==> config.mk <==
export PLATFORM = sky130hd
export DESIGN_NAME = chain_stream_dma
export DESIGN_NICKNAME = d
export VERILOG_FILES = /design/src/rtl/cdma_pkg.sv /design/src/rtl/cdma_desc_fetch.sv /design/src/rtl/cdma_img_reader.sv /design/src/rtl/cdma_out_fifo.sv /design/src/rtl/chain_stream_dma.sv
export SDC_FILE = /design/constraint.sdc
export NUM_CORES = 1
export LEC_CHECK = 0
export ABC_AREA = 0
export BUFFER_PORTS_ARGS = -buffer_cell sky130_fd_sc_hd__buf_4
export CAP_MARGIN = 20
export CORE_MARGIN = 2
export CORE_UTILIZATION = 63
export CTS_BUF_LIST = sky130_fd_sc_hd__clkbuf_2
export CTS_CLUSTER_DIAMETER = 60
export DETAILED_ROUTE_END_ITERATION = 8
export PLACE_DENSITY = 0.85
export SETUP_SLACK_MARGIN = 0.5
export SYNTH_ARGS = -nofsm -noshare
export SYNTH_HDL_FRONTEND = slang
export SYNTH_SLANG_ARGS = --single-unit
==> constraint.sdc <==
create_clock -name clk -period 4.85 [get_ports clk]
set_input_delay 0.485 -clock clk [delete_from_list [all_inputs] [get_ports clk]]
set_output_delay 0.485 -clock clk [all_outputs]
set_load 0.1 [all_outputs]
==> src/rtl/cdma_pkg.sv <==
package cdma_pkg;

    // Word offsets inside a descriptor; the fetcher reads them in this order.
    localparam int unsigned DSC_OFS_LINK = 0;
    localparam int unsigned DSC_OFS_ADDR = 1;
    localparam int unsigned DSC_OFS_LEN  = 2;

    typedef enum logic [2:0] {
        F_IDLE,
        F_RD_NEXT,
        F_RD_ADDR,
        F_RD_LEN,
        F_CAPTURE,
        F_HOLD,
        F_LAST
    } fetch_state_t;

    typedef enum logic {
        R_IDLE,
        R_RUN
    } read_state_t;

    typedef enum logic {
        T_IDLE,
        T_ACTIVE
    } top_state_t;

endpackage

==> src/rtl/cdma_desc_fetch.sv <==
module cdma_desc_fetch
    import cdma_pkg::*;
#(
    parameter int DESC_AW = 16,
    parameter int DESC_DW = 16,
    parameter int ADDR_W  = 16,
    parameter int LEN_W   = 16
) (
    input  logic               clk,
    input  logic               rst_n,
    input  logic               go,
    input  logic [DESC_AW-1:0] go_ptr,
    input  logic               take,
    output logic               dsc_rd_en,
    output logic [DESC_AW-1:0] dsc_rd_addr,
    input  logic [DESC_DW-1:0] dsc_rd_data,
    output logic               pend_valid,
    output logic [ADDR_W-1:0]  pend_addr,
    output logic [LEN_W-1:0]   pend_len,
    output logic               chain_end
);

    fetch_state_t       state, state_d;
    logic [DESC_AW-1:0] ptr;
    logic [DESC_AW-1:0] link;

    // next-state and read-port outputs
    always_comb begin
        state_d     = state;
        dsc_rd_en   = 1'b0;
        dsc_rd_addr = ptr;
        unique case (state)
            F_IDLE, F_LAST: begin
                if (go) state_d = (go_ptr == '0) ? F_LAST : F_RD_NEXT;
            end
            F_RD_NEXT: begin
                dsc_rd_en   = 1'b1;
                dsc_rd_addr = ptr + DESC_AW'(DSC_OFS_LINK);
                state_d     = F_RD_ADDR;
            end
            F_RD_ADDR: begin
                dsc_rd_en   = 1'b1;
                dsc_rd_addr = ptr + DESC_AW'(DSC_OFS_ADDR);
                state_d     = F_RD_LEN;
            end
            F_RD_LEN: begin
                dsc_rd_en   = 1'b1;
                dsc_rd_addr = ptr + DESC_AW'(DSC_OFS_LEN);
                state_d     = F_CAPTURE;
            end
            F_CAPTURE: state_d = F_HOLD;
            F_HOLD: begin
                if (take) state_d = (link == '0) ? F_LAST : F_RD_NEXT;
            end
            default: state_d = F_IDLE;
        endcase
    end

    assign pend_valid = (state == F_HOLD);
    assign chain_end  = (state == F_LAST);

    // state register and captured descriptor fields
    always_ff @(posedge clk or negedge rst_n) begin
        if (!rst_n) begin
            state     <= F_IDLE;
            ptr       <= '0;
            link      <= '0;
            pend_addr <= '0;
            pend_len  <= '0;
        end else begin
            state <= state_d;
            if ((state == F_IDLE || state == F_LAST) && go) ptr <= go_ptr;
            if (state == F_HOLD && take)                    ptr <= link;
            // each word returns one cycle after its read
            if (state == F_RD_ADDR) link      <= dsc_rd_data[DESC_AW-1:0];
            if (state == F_RD_LEN)  pend_addr <= dsc_rd_data[ADDR_W-1:0];
            if (state == F_CAPTURE) pend_len  <= dsc_rd_data[LEN_W-1:0];
        end
    end

    // link, address and length words are read at consecutive addresses
    p_desc_order_r2: assert property (@(posedge clk) disable iff (!rst_n)
        (state == F_RD_NEXT) |=> dsc_rd_en && dsc_rd_addr == $past(dsc_rd_addr) + DESC_AW'(1));

    // a parked descriptor does not change until it is taken
    p_park_stable_r3: assert property (@(posedge clk) disable iff (!rst_n)
        pend_valid && !take |=> pend_valid && $stable(pend_addr) && $stable(pend_len));

endmodule

==> src/rtl/cdma_img_reader.sv <==
module cdma_img_reader
    import cdma_pkg::*;
#(
    parameter int ADDR_W = 16,
    parameter int LEN_W  = 16
) (
    input  logic              clk,
    input  logic              rst_n,
    input  logic              pend_valid,
    input  logic [ADDR_W-1:0] pend_addr,
    input  logic [LEN_W-1:0]  pend_len,
    input  logic              room,
    output logic              take,
    output logic              img_rd_en,
    output logic [ADDR_W-1:0] img_rd_addr,
    output logic              iss_sop,
    output logic              iss_eop,
    output logic              running
);

    read_state_t       state, state_d;
    logic [ADDR_W-1:0] cur_addr;
    logic [LEN_W-1:0]  remain;
    logic              first;
    logic              issue;
    logic              last_word;

    assign last_word = (remain == LEN_W'(1));

    always_comb begin
        state_d = state;
        take    = 1'b0;
        issue   = 1'b0;
        unique case (state)
            R_IDLE: begin
                if (pend_valid) begin
                    take    = 1'b1;
                    state_d = R_RUN;
                end
            end
            R_RUN: begin
                if (room) begin
                    issue = 1'b1;
                    if (last_word) begin
                        if (pend_valid) take    = 1'b1;   // chain-on, no gap
                        else            state_d = R_IDLE;
                    end
                end
            end
            default: state_d = R_IDLE;
        endcase
    end

    assign img_rd_en   = issue;
    assign img_rd_addr = cur_addr;
    assign iss_sop     = issue && first;
    assign iss_eop     = issue && last_word;
    assign running     = (state == R_RUN);

    always_ff @(posedge clk or negedge rst_n) begin
        if (!rst_n) begin
            state    <= R_IDLE;
            cur_addr <= '0;
            remain   <= '0;
            first    <= 1'b0;
        end else begin
            state <= state_d;
            if (take) begin
                cur_addr <= pend_addr;
                remain   <= pend_len;
                first    <= 1'b1;
            end else if (issue) begin
                cur_addr <= cur_addr + ADDR_W'(1);
                remain   <= remain - LEN_W'(1);
                first    <= 1'b0;
            end
        end
    end

    // inside one image the read address steps by one
    p_addr_step_r3: assert property (@(posedge clk) disable iff (!rst_n)
        img_rd_en && !iss_eop |=> !img_rd_en || img_rd_addr == $past(img_rd_addr) + ADDR_W'(1));

    // a descriptor is only taken when one is parked
    p_take_parked_r3: assert property (@(posedge clk) disable iff (!rst_n)
        take |-> pend_valid);

endmodule

==> src/rtl/cdma_out_fifo.sv <==
module cdma_out_fifo #(
    parameter int WIDTH = 18,
    parameter int DEPTH = 2
) (
    input  logic                       clk,
    input  logic                       rst_n,
    input  logic                       push,
    input  logic [WIDTH-1:0]           push_data,
    input  logic                       pop,
    output logic [WIDTH-1:0]           head_data,
    output logic [$clog2(DEPTH+1)-1:0] count
);

    localparam int PTR_W = (DEPTH > 1) ? $clog2(DEPTH) : 1;
    localparam int CNT_W = $clog2(DEPTH + 1);

    logic [WIDTH-1:0] store [DEPTH];
    logic [PTR_W-1:0] wr_ptr, rd_ptr;

    function automatic logic [PTR_W-1:0] bump(input logic [PTR_W-1:0] p);
        return (p == PTR_W'(DEPTH - 1)) ? '0 : p + PTR_W'(1);
    endfunction

    assign head_data = store[rd_ptr];

    always_ff @(posedge clk or negedge rst_n) begin
        if (!rst_n) begin
            wr_ptr <= '0;
            rd_ptr <= '0;
            count  <= '0;
            for (int i = 0; i < DEPTH; i++) store[i] <= '0;
        end else begin
            if (push) begin
                store[wr_ptr] <= push_data;
                wr_ptr        <= bump(wr_ptr);
            end
            if (pop) rd_ptr <= bump(rd_ptr);
            count <= count + CNT_W'(push) - CNT_W'(pop);
        end
    end

    // a returning word always finds a free slot
    p_no_overflow_r6: assert property (@(posedge clk) disable iff (!rst_n)
        push |-> (count < CNT_W'(DEPTH)) || pop);

    // nothing is popped from an empty queue
    p_no_underflow_r6: assert property (@(posedge clk) disable iff (!rst_n)
        pop |-> count != '0);

endmodule

==> src/rtl/chain_stream_dma.sv <==
module chain_stream_dma
    import cdma_pkg::*;
#(
    parameter int ADDR_W     = 16,
    parameter int DATA_W     = 32,
    parameter int DESC_AW    = 16,
    parameter int LEN_W      = 16,
    parameter int FIFO_DEPTH = 2,
    parameter int DESC_DW    = (ADDR_W > LEN_W)
                             ? ((ADDR_W > DESC_AW) ? ADDR_W : DESC_AW)
                             : ((LEN_W > DESC_AW) ? LEN_W : DESC_AW)
) (
    input  logic               clk,
    input  logic               rst_n,
    input  logic               start,
    input  logic [DESC_AW-1:0] head_ptr,
    output logic               busy,
    output logic               done,
    output logic               dsc_rd_en,
    output logic [DESC_AW-1:0] dsc_rd_addr,
    input  logic [DESC_DW-1:0] dsc_rd_data,
    output logic               img_rd_en,
    output logic [ADDR_W-1:0]  img_rd_addr,
    input  logic [DATA_W-1:0]  img_rd_data,
    output logic               src_valid,
    input  logic               src_ready,
    output logic [DATA_W-1:0]  src_data,
    output logic               src_sop,
    output logic               src_eop
);

    localparam int CNT_W = $clog2(FIFO_DEPTH + 1);
    localparam int TAG_W = DATA_W + 2;

    top_state_t         state, state_d;
    logic               go;
    logic               finish;
    logic               pend_valid, take, chain_end, running, room;
    logic [ADDR_W-1:0]  pend_addr;
    logic [LEN_W-1:0]   pend_len;
    logic               iss_sop, iss_eop;
    logic               fly_valid, fly_sop, fly_eop;
    logic               pop;
    logic [CNT_W-1:0]   q_count;
    logic [TAG_W-1:0]   q_head;
    logic [CNT_W:0]     occupancy, limit;

    // sequencer: next state
    always_comb begin
        state_d = state;
        go      = 1'b0;
        finish  = 1'b0;
        unique case (state)
            T_IDLE: begin
                if (start) begin
                    go      = 1'b1;
                    state_d = T_ACTIVE;
                end
            end
            T_ACTIVE: begin
                if (chain_end && !running && !fly_valid && q_count == '0) begin
                    finish  = 1'b1;
                    state_d = T_IDLE;
                end
            end
            default: state_d = T_IDLE;
        endcase
    end

    always_ff @(posedge clk or negedge rst_n) begin
        if (!rst_n) begin
            state <= T_IDLE;
            done  <= 1'b0;
        end else begin
            state <= state_d;
            if (go)          done <= 1'b0;
            else if (finish) done <= 1'b1;
        end
    end

    assign busy = (state == T_ACTIVE);

    cdma_desc_fetch #(
        .DESC_AW (DESC_AW),
        .DESC_DW (DESC_DW),
        .ADDR_W  (ADDR_W),
        .LEN_W   (LEN_W)
    ) u_fetch (
        .clk         (clk),
        .rst_n       (rst_n),
        .go          (go),
        .go_ptr      (head_ptr),
        .take        (take),
        .dsc_rd_en   (dsc_rd_en),
        .dsc_rd_addr (dsc_rd_addr),
        .dsc_rd_data (dsc_rd_data),
        .pend_valid  (pend_valid),
        .pend_addr   (pend_addr),
        .pend_len    (pend_len),
        .chain_end   (chain_end)
    );

    // issue only if the word can be queued when it returns
    assign pop       = src_valid && src_ready;
    assign occupancy = {1'b0, q_count} + (CNT_W+1)'(fly_valid);
    assign limit     = (CNT_W+1)'(FIFO_DEPTH) + (CNT_W+1)'(pop);
    assign room      = occupancy < limit;

    cdma_img_reader #(
        .ADDR_W (ADDR_W),
        .LEN_W  (LEN_W)
    ) u_reader (
        .clk         (clk),
        .rst_n       (rst_n),
        .pend_valid  (pend_valid),
        .pend_addr   (pend_addr),
        .pend_len    (pend_len),
        .room        (room),
        .take        (take),
        .img_rd_en   (img_rd_en),
        .img_rd_addr (img_rd_addr),
        .iss_sop     (iss_sop),
        .iss_eop     (iss_eop),
        .running     (running)
    );

    // markers travel beside the one-cycle memory read
    always_ff @(posedge clk or negedge rst_n) begin
        if (!rst_n) begin
            fly_valid <= 1'b0;
            fly_sop   <= 1'b0;
            fly_eop   <= 1'b0;
        end else begin
            fly_valid <= img_rd_en;
            fly_sop   <= iss_sop;
            fly_eop   <= iss_eop;
        end
    end

    cdma_out_fifo #(
        .WIDTH (TAG_W),
        .DEPTH (FIFO_DEPTH)
    ) u_queue (
        .clk       (clk),
        .rst_n     (rst_n),
        .push      (fly_valid),
        .push_data ({fly_sop, fly_eop, img_rd_data}),
        .pop       (pop),
        .head_data (q_head),
        .count     (q_count)
    );

    assign src_valid = (q_count != '0);
    assign src_sop   = q_head[TAG_W-1];
    assign src_eop   = q_head[TAG_W-2];
    assign src_data  = q_head[DATA_W-1:0];

    // no memory traffic and no stream word while idle
    p_idle_quiet_r1: assert property (@(posedge clk) disable iff (!rst_n)
        !busy |-> !dsc_rd_en && !img_rd_en && !src_valid);

    // a stalled word holds
    p_stall_hold_r6: assert property (@(posedge clk) disable iff (!rst_n)
        src_valid && !src_ready |=> src_valid && $stable(src_data) && $stable(src_sop) && $stable(src_eop));

    // done and busy never overlap
    p_done_idle_r9: assert property (@(posedge clk) disable iff (!rst_n)
        done |-> !busy);

    // start during a run does not clear done or end the run early
    p_busy_start_r8: assert property (@(posedge clk) disable iff (!rst_n)
        busy && start && !finish |=> busy && !done);

endmodule

Word level (Yosys, flattened, before mapping). Cells that the tools add are included.

Output and inout port bits: 71. Flip-flop bits (word level): 178. RAM bits: 0. Memories kept: 0. Word-level logic and storage cells: 109. Latch bits: 0. Memory bits (read-only): 0. Input bits: 68.

Divide/modulo/power cells: 0. $mul: 0. Magnitude comparators: 4. Shift operators: 0. Bitwise operators: 4. Muxes and demuxes: 40. $add $sub $neg: 10. Equality and inequality tests: 9. Reductions and logical operators: 23.

Operators by type and width (count): 34-bit two-way mux (4); 16-bit two-way mux (6); 68-bit bitwise mux (1); 34-bit demux with 1-bit select (1); 16-bit by 1-bit adder with 16-bit output (second input constant) (2); 16-bit zero test (2); 16-bit one-hot mux with 2 select lines (1); 1-bit two-way mux (19); 3-bit one-hot mux with 6 select lines (1); 16-bit by 2-bit adder with 16-bit output (second input constant) (1); 16-bit by 1-bit equality test with 1-bit output (second input constant) (1); 16-bit by 1-bit subtractor with 16-bit output (second input constant) (1); 3-bit two-way mux (4); 3-bit equality test (second input constant) (3); 1-bit logical AND (9); 2-bit nonzero test (4); 3-bit by 2-bit equality test with 1-bit output (second input constant) (2); 1-bit one-hot mux with 2 select lines (3); 2-bit greater-or-equal comparator (second input constant) (2); 2-bit by 1-bit != test with 1-bit output (second input constant) (2); 1-bit inverter with 2-bit output (2); 2-bit by 1-bit adder with 3-bit output (1); 2-bit by 1-bit adder with 3-bit output (first input constant) (1); 3-bit by 1-bit equality test with 1-bit output (second input constant) (1); other kinds (13) (16).

Depth between registers and ports, before layout.
Depth in word-level cells: 8. Depth in mapped cells: 10. Depth with buffers taken out: 9.

By module. A second synthesis with hierarchy kept.

Cell total of the unflattened synthesis: 706. Area total of the unflattened synthesis: 9115.0 sq um.

By module, submodules not included: cdma_desc_fetch (cells an instance 294, area each 3557.2 sq um, times used 1, seq. area each 1676.6 sq um); cdma_out_fifo (cells an instance 195, area each 3270.6 sq um, times used 1, seq. area each 1801.7 sq um); cdma_img_reader (cells an instance 199, area each 2072.0 sq um, times used 1, seq. area each 850.8 sq um); chain_stream_dma (cells an instance 18, area each 215.2 sq um, times used 1, seq. area each 125.1 sq um).

Worst setup path after synthesis. OpenSTA, ideal clock, no wires.

Path kind: register -> output. Start point: register u_fetch.state[2]. End point: output port dsc_rd_addr[12]. Slack: 1377 ps. Stages on the path, launching flop included: 8. Buffers on the path: 1. Required time: 4365 ps. Arrival: 2988 ps. Cell sequence: dfrtp_1 > buf_2 > nor2b_1 > and3_1 > nand4_1 > nor2_1 > nand3_1 > xnor2_1.

Longest elaborated chain between the ends: 2. Elaborated cells on any way between the ends: 3. Those cells by class: eq/ne: 2; mux: 1.

RTL lines: start, declared (RTL line cdma_desc_fetch.sv:23) `fetch_state_t state, state_d;`; start signal, assigned (RTL line cdma_desc_fetch.sv:71) `state <= state_d;`; 3-bit by 2-bit equality test with 1-bit output (RTL line cdma_desc_fetch.sv:32) `unique case (state)`; 16-bit one-hot mux with 2 select lines (*) (RTL line cdma_desc_fetch.sv:32); end, declared (RTL line chain_stream_dma.sv:20) `output logic [DESC_AW-1:0] dsc_rd_addr,`.

Every way passes the cells marked *; elsewhere a longest branch is shown, timed or not.

Worst setup path in the final report.
Start point: register fly_valid. End point: output port img_rd_en.

Longest elaborated chain between the ends: 4.

RTL lines: start, declared (RTL line chain_stream_dma.sv:42) `logic fly_valid, fly_sop, fly_eop;`; start signal, assigned (RTL line chain_stream_dma.sv:134) `fly_valid <= img_rd_en;`; 2-bit by 1-bit adder with 3-bit output (RTL line chain_stream_dma.sv:105) `assign occupancy = {1'b0, q_count} + (CNT_W+1)'(fly_valid);`; 3-bit < comparator (RTL line chain_stream_dma.sv:107) `assign room = occupancy < limit;`; 1-bit two-way mux (RTL line cdma_img_reader.sv:42) `if (room) begin`; 1-bit two-way mux (RTL line cdma_img_reader.sv:34) `unique case (state)`; end, declared (RTL line chain_stream_dma.sv:22) `output logic img_rd_en,`.

No other way between the ends.

==> results.md <==
- Outcome: finished clean
- YS warnings: 0
- Cell type with the highest aggregate area in the netlist: sky130_fd_sc_hd__dfrtp_1
- Reported leakage power: 4.76 nW
- Insertion delay to the later sink of the worst-skew pair: 0.74 ns
- Async set or reset register ratio after synthesis: 100%
- Vias per inst: 6.01
- Die outline area: 14200 µm²
- Maximum capacitance violations: 0
- Slew of the pin with the lowest slew margin: 1.01 ns
- Required time of the worst setup path: 4.37 ns
- Syn_nets: 787
- Global placement routability congestion: 0.946
- Largest delay contributor family on the critical path: buffers and inverters
- Hold Crit Class: input pin to flip-flop
- Final cell count without fillers: 1099
- Row count: 42
- Most frequent cells in the layout: sky130_fd_sc_hd__dfrtp_1 (178), sky130_fd_sc_hd__mux2_2 (151), sky130_fd_sc_hd__buf_4 (144), sky130_fd_sc_hd__nand2_1 (97), sky130_fd_sc_hd__dlygate4sd3_1 (66)
- Starting Density: 63.8%
- # H-tree levels: 4
- Headroom to the max-slew limit: 32.8%
- FF-to-FF path depth: 9
- R2R Path End: u_reader.remain[7]
- Worst-path cell with the longest stage delay: sky130_fd_sc_hd__dfrtp_1
- Final ANT Viol Nets: 0
- Endpoint of the most critical setup path: img_rd_en
- Number of pins with negative max-slew slack in the final report: 0
- Critical path startpoint: fly_valid
- Height of the die: 119 µm
- Clock sinks: 178
- CP Buf/Inv Count: 2
- Max FO, Critical Path: 19
- WL final: 21600 µm
- Post-Synth Simple-Gate Area: 11.9%
- Worst-case clock buffer depth: 2
- Final setup viols: 0
- Endpoint kind of the worst setup timing path: output pin
- Clk pin slew, worst setup/hold paths: 0.23 ns
- Minimum clock period after layout: 3.65 ns
- Top post-synthesis cells by area: sky130_fd_sc_hd__dfrtp_1 (53%), sky130_fd_sc_hd__mux2_2 (20%), sky130_fd_sc_hd__nand2_1 (4.4%), sky130_fd_sc_hd__xor2_1 (2.1%), sky130_fd_sc_hd__o21ai_0 (2.0%)
- Areal power density over the cells: 666 nW/µm²
- Largest net degree at the start of global routing: 92
- Worst setup path category: flip-flop to output pin
- Number of antenna violations at the first check in global routing: 0
- Total CTS buffers: 17
- Worst slack at placement: 1.95 ns
- Post-synthesis share of cell area spent on full adders, half adders and majority gates: 1.35%
- CP max stage delay: 0.51 ns
- DRT iter0 DRCs: 620
- Setup TNS: 0 ns
- Data arrival at the endpoint of the critical path: 3.17 ns
- Post-synthesis register bit count: 178
- Post-synthesis instance area: 8350 µm²
- Largest family of logic cells by synthesized area: multiplexers
- Final Hold Viols: 0
- Post-detailed-placement half-perimeter wirelength: 13900 µm
- Via count of the first global-routing pass: 6785
- Gate count after technology mapping: 710
- Worst ir drop on vdd: 0.000542 V
- Portion of the post-synthesis area used by sequential elements: 53.3%
- Library cell used as clock root buffer: sky130_fd_sc_hd__clkbuf_2
- Period utilization: 75.3%
- Top-area cell type share of the netlist area: 53.3%
- Quantity of I/O buffers inserted on ports: 138
- Count of flip-flops with a built-in enable after synthesis: 0
- CP startpoint kind: flip-flop
- Proportion of layout cells with a drive suffix above 1: 36.7%
- Post-CTS sizing: 0
- Wire length per cell: 19.7 µm
- Die boundary width: 119 µm
- Overflow after GRT: 0
- Number of filler cells placed in the layout: 768
- Global-route wire length before repair: 34800 µm
- Unrepaired setup endpoints after global routing: no
- Synthesized-area fraction occupied by xor and xnor cells: 3.67%
- Number of distinct standard cells referenced by the synthesized netlist: 49
- Mux cell area share after synthesis: 20.4%
- Least setup slack across all paths after layout: 1.20 ns
- Syn Area/Cell: 11.8 µm²
- DRC violations left: 0
- Share of the synthesized area in compound gates (AO/OA/AOI/OAI): 7.13%
- Register-to-register setup slack: 1.83 ns
- Final setup skew: 0.0359 ns
- Register area: 4450 µm²
- Cell repeated most along the worst path: sky130_fd_sc_hd__ha_1
- Clock tree from TritonCTS: built
- Number of diodes: 0
- Stages on worst setup path: 6
- Max Fclk: 274 MHz
- Post-Route Utilization: 80.1%
- Detailed-router iteration count before antenna repair: 5
- Critical path cell sequence: ha_1 > ha_1 > o2bb2ai_1 > nand2_1 > inv_2 > buf_4
- Leading cell type in the layout, fill and taps excluded: sky130_fd_sc_hd__dfrtp_1
- Net count, final: 987
- Via Count: 6600
- Predominant post-synthesis flop cell: sky130_fd_sc_hd__dfrtp_1
- Global routing usage summed across all routing layers: 31.3%
- Boundary pin count: 139
- Area Growth Syn to Fin: 25.5%
- Number of placed cells counting well taps: 1000
- R2r startpoint: fly_valid
- Multi-input logic area: 3720 µm²
- Core region area: 13100 µm²
[where the power goes]
group	internal (W)	leakage, nW	switching [W]	total (W)
combinational	0.00115	2.40	0.00286	0.00402
clock	0.000338	0.152	0.000501	0.000838
sequential	0.00186	2.21	0.000268	0.00212
total	0.00335	4.76	0.00363	0.00698
[synth_stat cells (3+ instances only)]
cell type and n:
sky130_fd_sc_hd__a21oi_1 7, sky130_fd_sc_hd__a22oi_1 17, sky130_fd_sc_hd__a31oi_1 5, sky130_fd_sc_hd__and3_1 6, sky130_fd_sc_hd__and4_1 6, sky130_fd_sc_hd__buf_2 8
sky130_fd_sc_hd__buf_4 4, sky130_fd_sc_hd__clkbuf_1 16, sky130_fd_sc_hd__dfrtp_1 178, sky130_fd_sc_hd__ha_1 9, sky130_fd_sc_hd__inv_1 9, sky130_fd_sc_hd__mux2_2 151
sky130_fd_sc_hd__nand2_1 97, sky130_fd_sc_hd__nand3_1 13, sky130_fd_sc_hd__nand4_1 11, sky130_fd_sc_hd__nor2_1 32, sky130_fd_sc_hd__nor2b_1 4, sky130_fd_sc_hd__nor3_1 5
sky130_fd_sc_hd__nor4_1 12, sky130_fd_sc_hd__o211ai_1 11, sky130_fd_sc_hd__o21a_1 3, sky130_fd_sc_hd__o21ai_0 34, sky130_fd_sc_hd__o21ai_1 5, sky130_fd_sc_hd__or2_2 3
sky130_fd_sc_hd__xnor2_1 15, sky130_fd_sc_hd__xor2_1 20
[per-layer routing]
layer | vias to the layer above | routed length (µm) | GRT usage [%]
li1 | 2931 | - | -
met1 | 3272 | 8470 | 39.2
met2 | 340 | 11000 | 52.8
met3 | 57 | 1510 | 6.85
met4 | 0 | 673 | 13.1
met5 | - | 0 | 0
[how the worst min path moves through the flow]
stage                         startpoint                       to  slack [ns]  cells after the start
floorplan                          rst_n                     busy        0.19                      0
global placement    u_fetch.pend_addr[5]  u_reader.img_rd_addr[5]        0.45                      2
detailed placement  u_fetch.pend_addr[2]  u_reader.img_rd_addr[2]        0.46                      2
CTS                            src_ready           u_queue.rd_ptr        0.03                      3
global route                   src_ready           u_queue.rd_ptr        0.02                      3
finish                         src_ready           u_queue.rd_ptr        0.10                      3
[cell families after synthesis]
group                    after synthesis
AO/OA/AOI/OAI                         92
XOR/XNOR                              35
adder cells (fa/ha/maj)                9
buffers and inverters                 41
flip-flops                           178
multiplexers                         151
AND/OR/NAND/NOR                      204
[worst min-delay path, cell delays in order]
cell and delay (ns):
sky130_fd_sc_hd__buf_4 0.09, sky130_fd_sc_hd__o21ai_1 0.10, sky130_fd_sc_hd__xnor2_1 0.14
[stage by stage]
stage | power (W) | instance area (µm²) | hold WS (ns)
2_1_floorplan | 0.00524 | 8350 | 0.189
3_3_place_gp | 0.00596 | 9510 | 0.451
3_5_place_dp | 0.00609 | 9520 | 0.464
4_1_cts | 0.00696 | 10500 | 0.0335
5_1_grt | 0.00727 | 10500 | 0.0248
6_report | 0.00698 | 10500 | 0.103
[layout make-up]
cell class / instances / share of cell area [%]
Sequential cell: 178 / 42.5
Multi-Input combinational cell: 491 / 35.5
Timing Repair Buffer: 212 / 16.9
Tap cell: 176 / 2.10
Clock inverter: 14 / 1.77
Clock buffer: 18 / 0.860
Inverter: 10 / 0.358
[flip-flops by register name (all words and copies together) (netlist names)]
signal	flops
u_queue.store	68
u_fetch.link	16
u_fetch.pend_addr	16
u_fetch.pend_len	16
u_fetch.ptr	16
u_reader.img_rd_addr	16
u_reader.remain	16
u_fetch.state	3
u_queue.count	2
busy	1
done	1
fly_eop	1
fly_sop	1
fly_valid	1
u_queue.rd_ptr	1
u_queue.wr_ptr	1
u_reader.first	1
u_reader.running	1
[timing repair]
item	4_1_cts	5_1_grt
hold endpoints to repair	218	0
hold buffers	66	0
buffers inserted	0	0
Note: power is estimated with default switching activity, not from simulation.
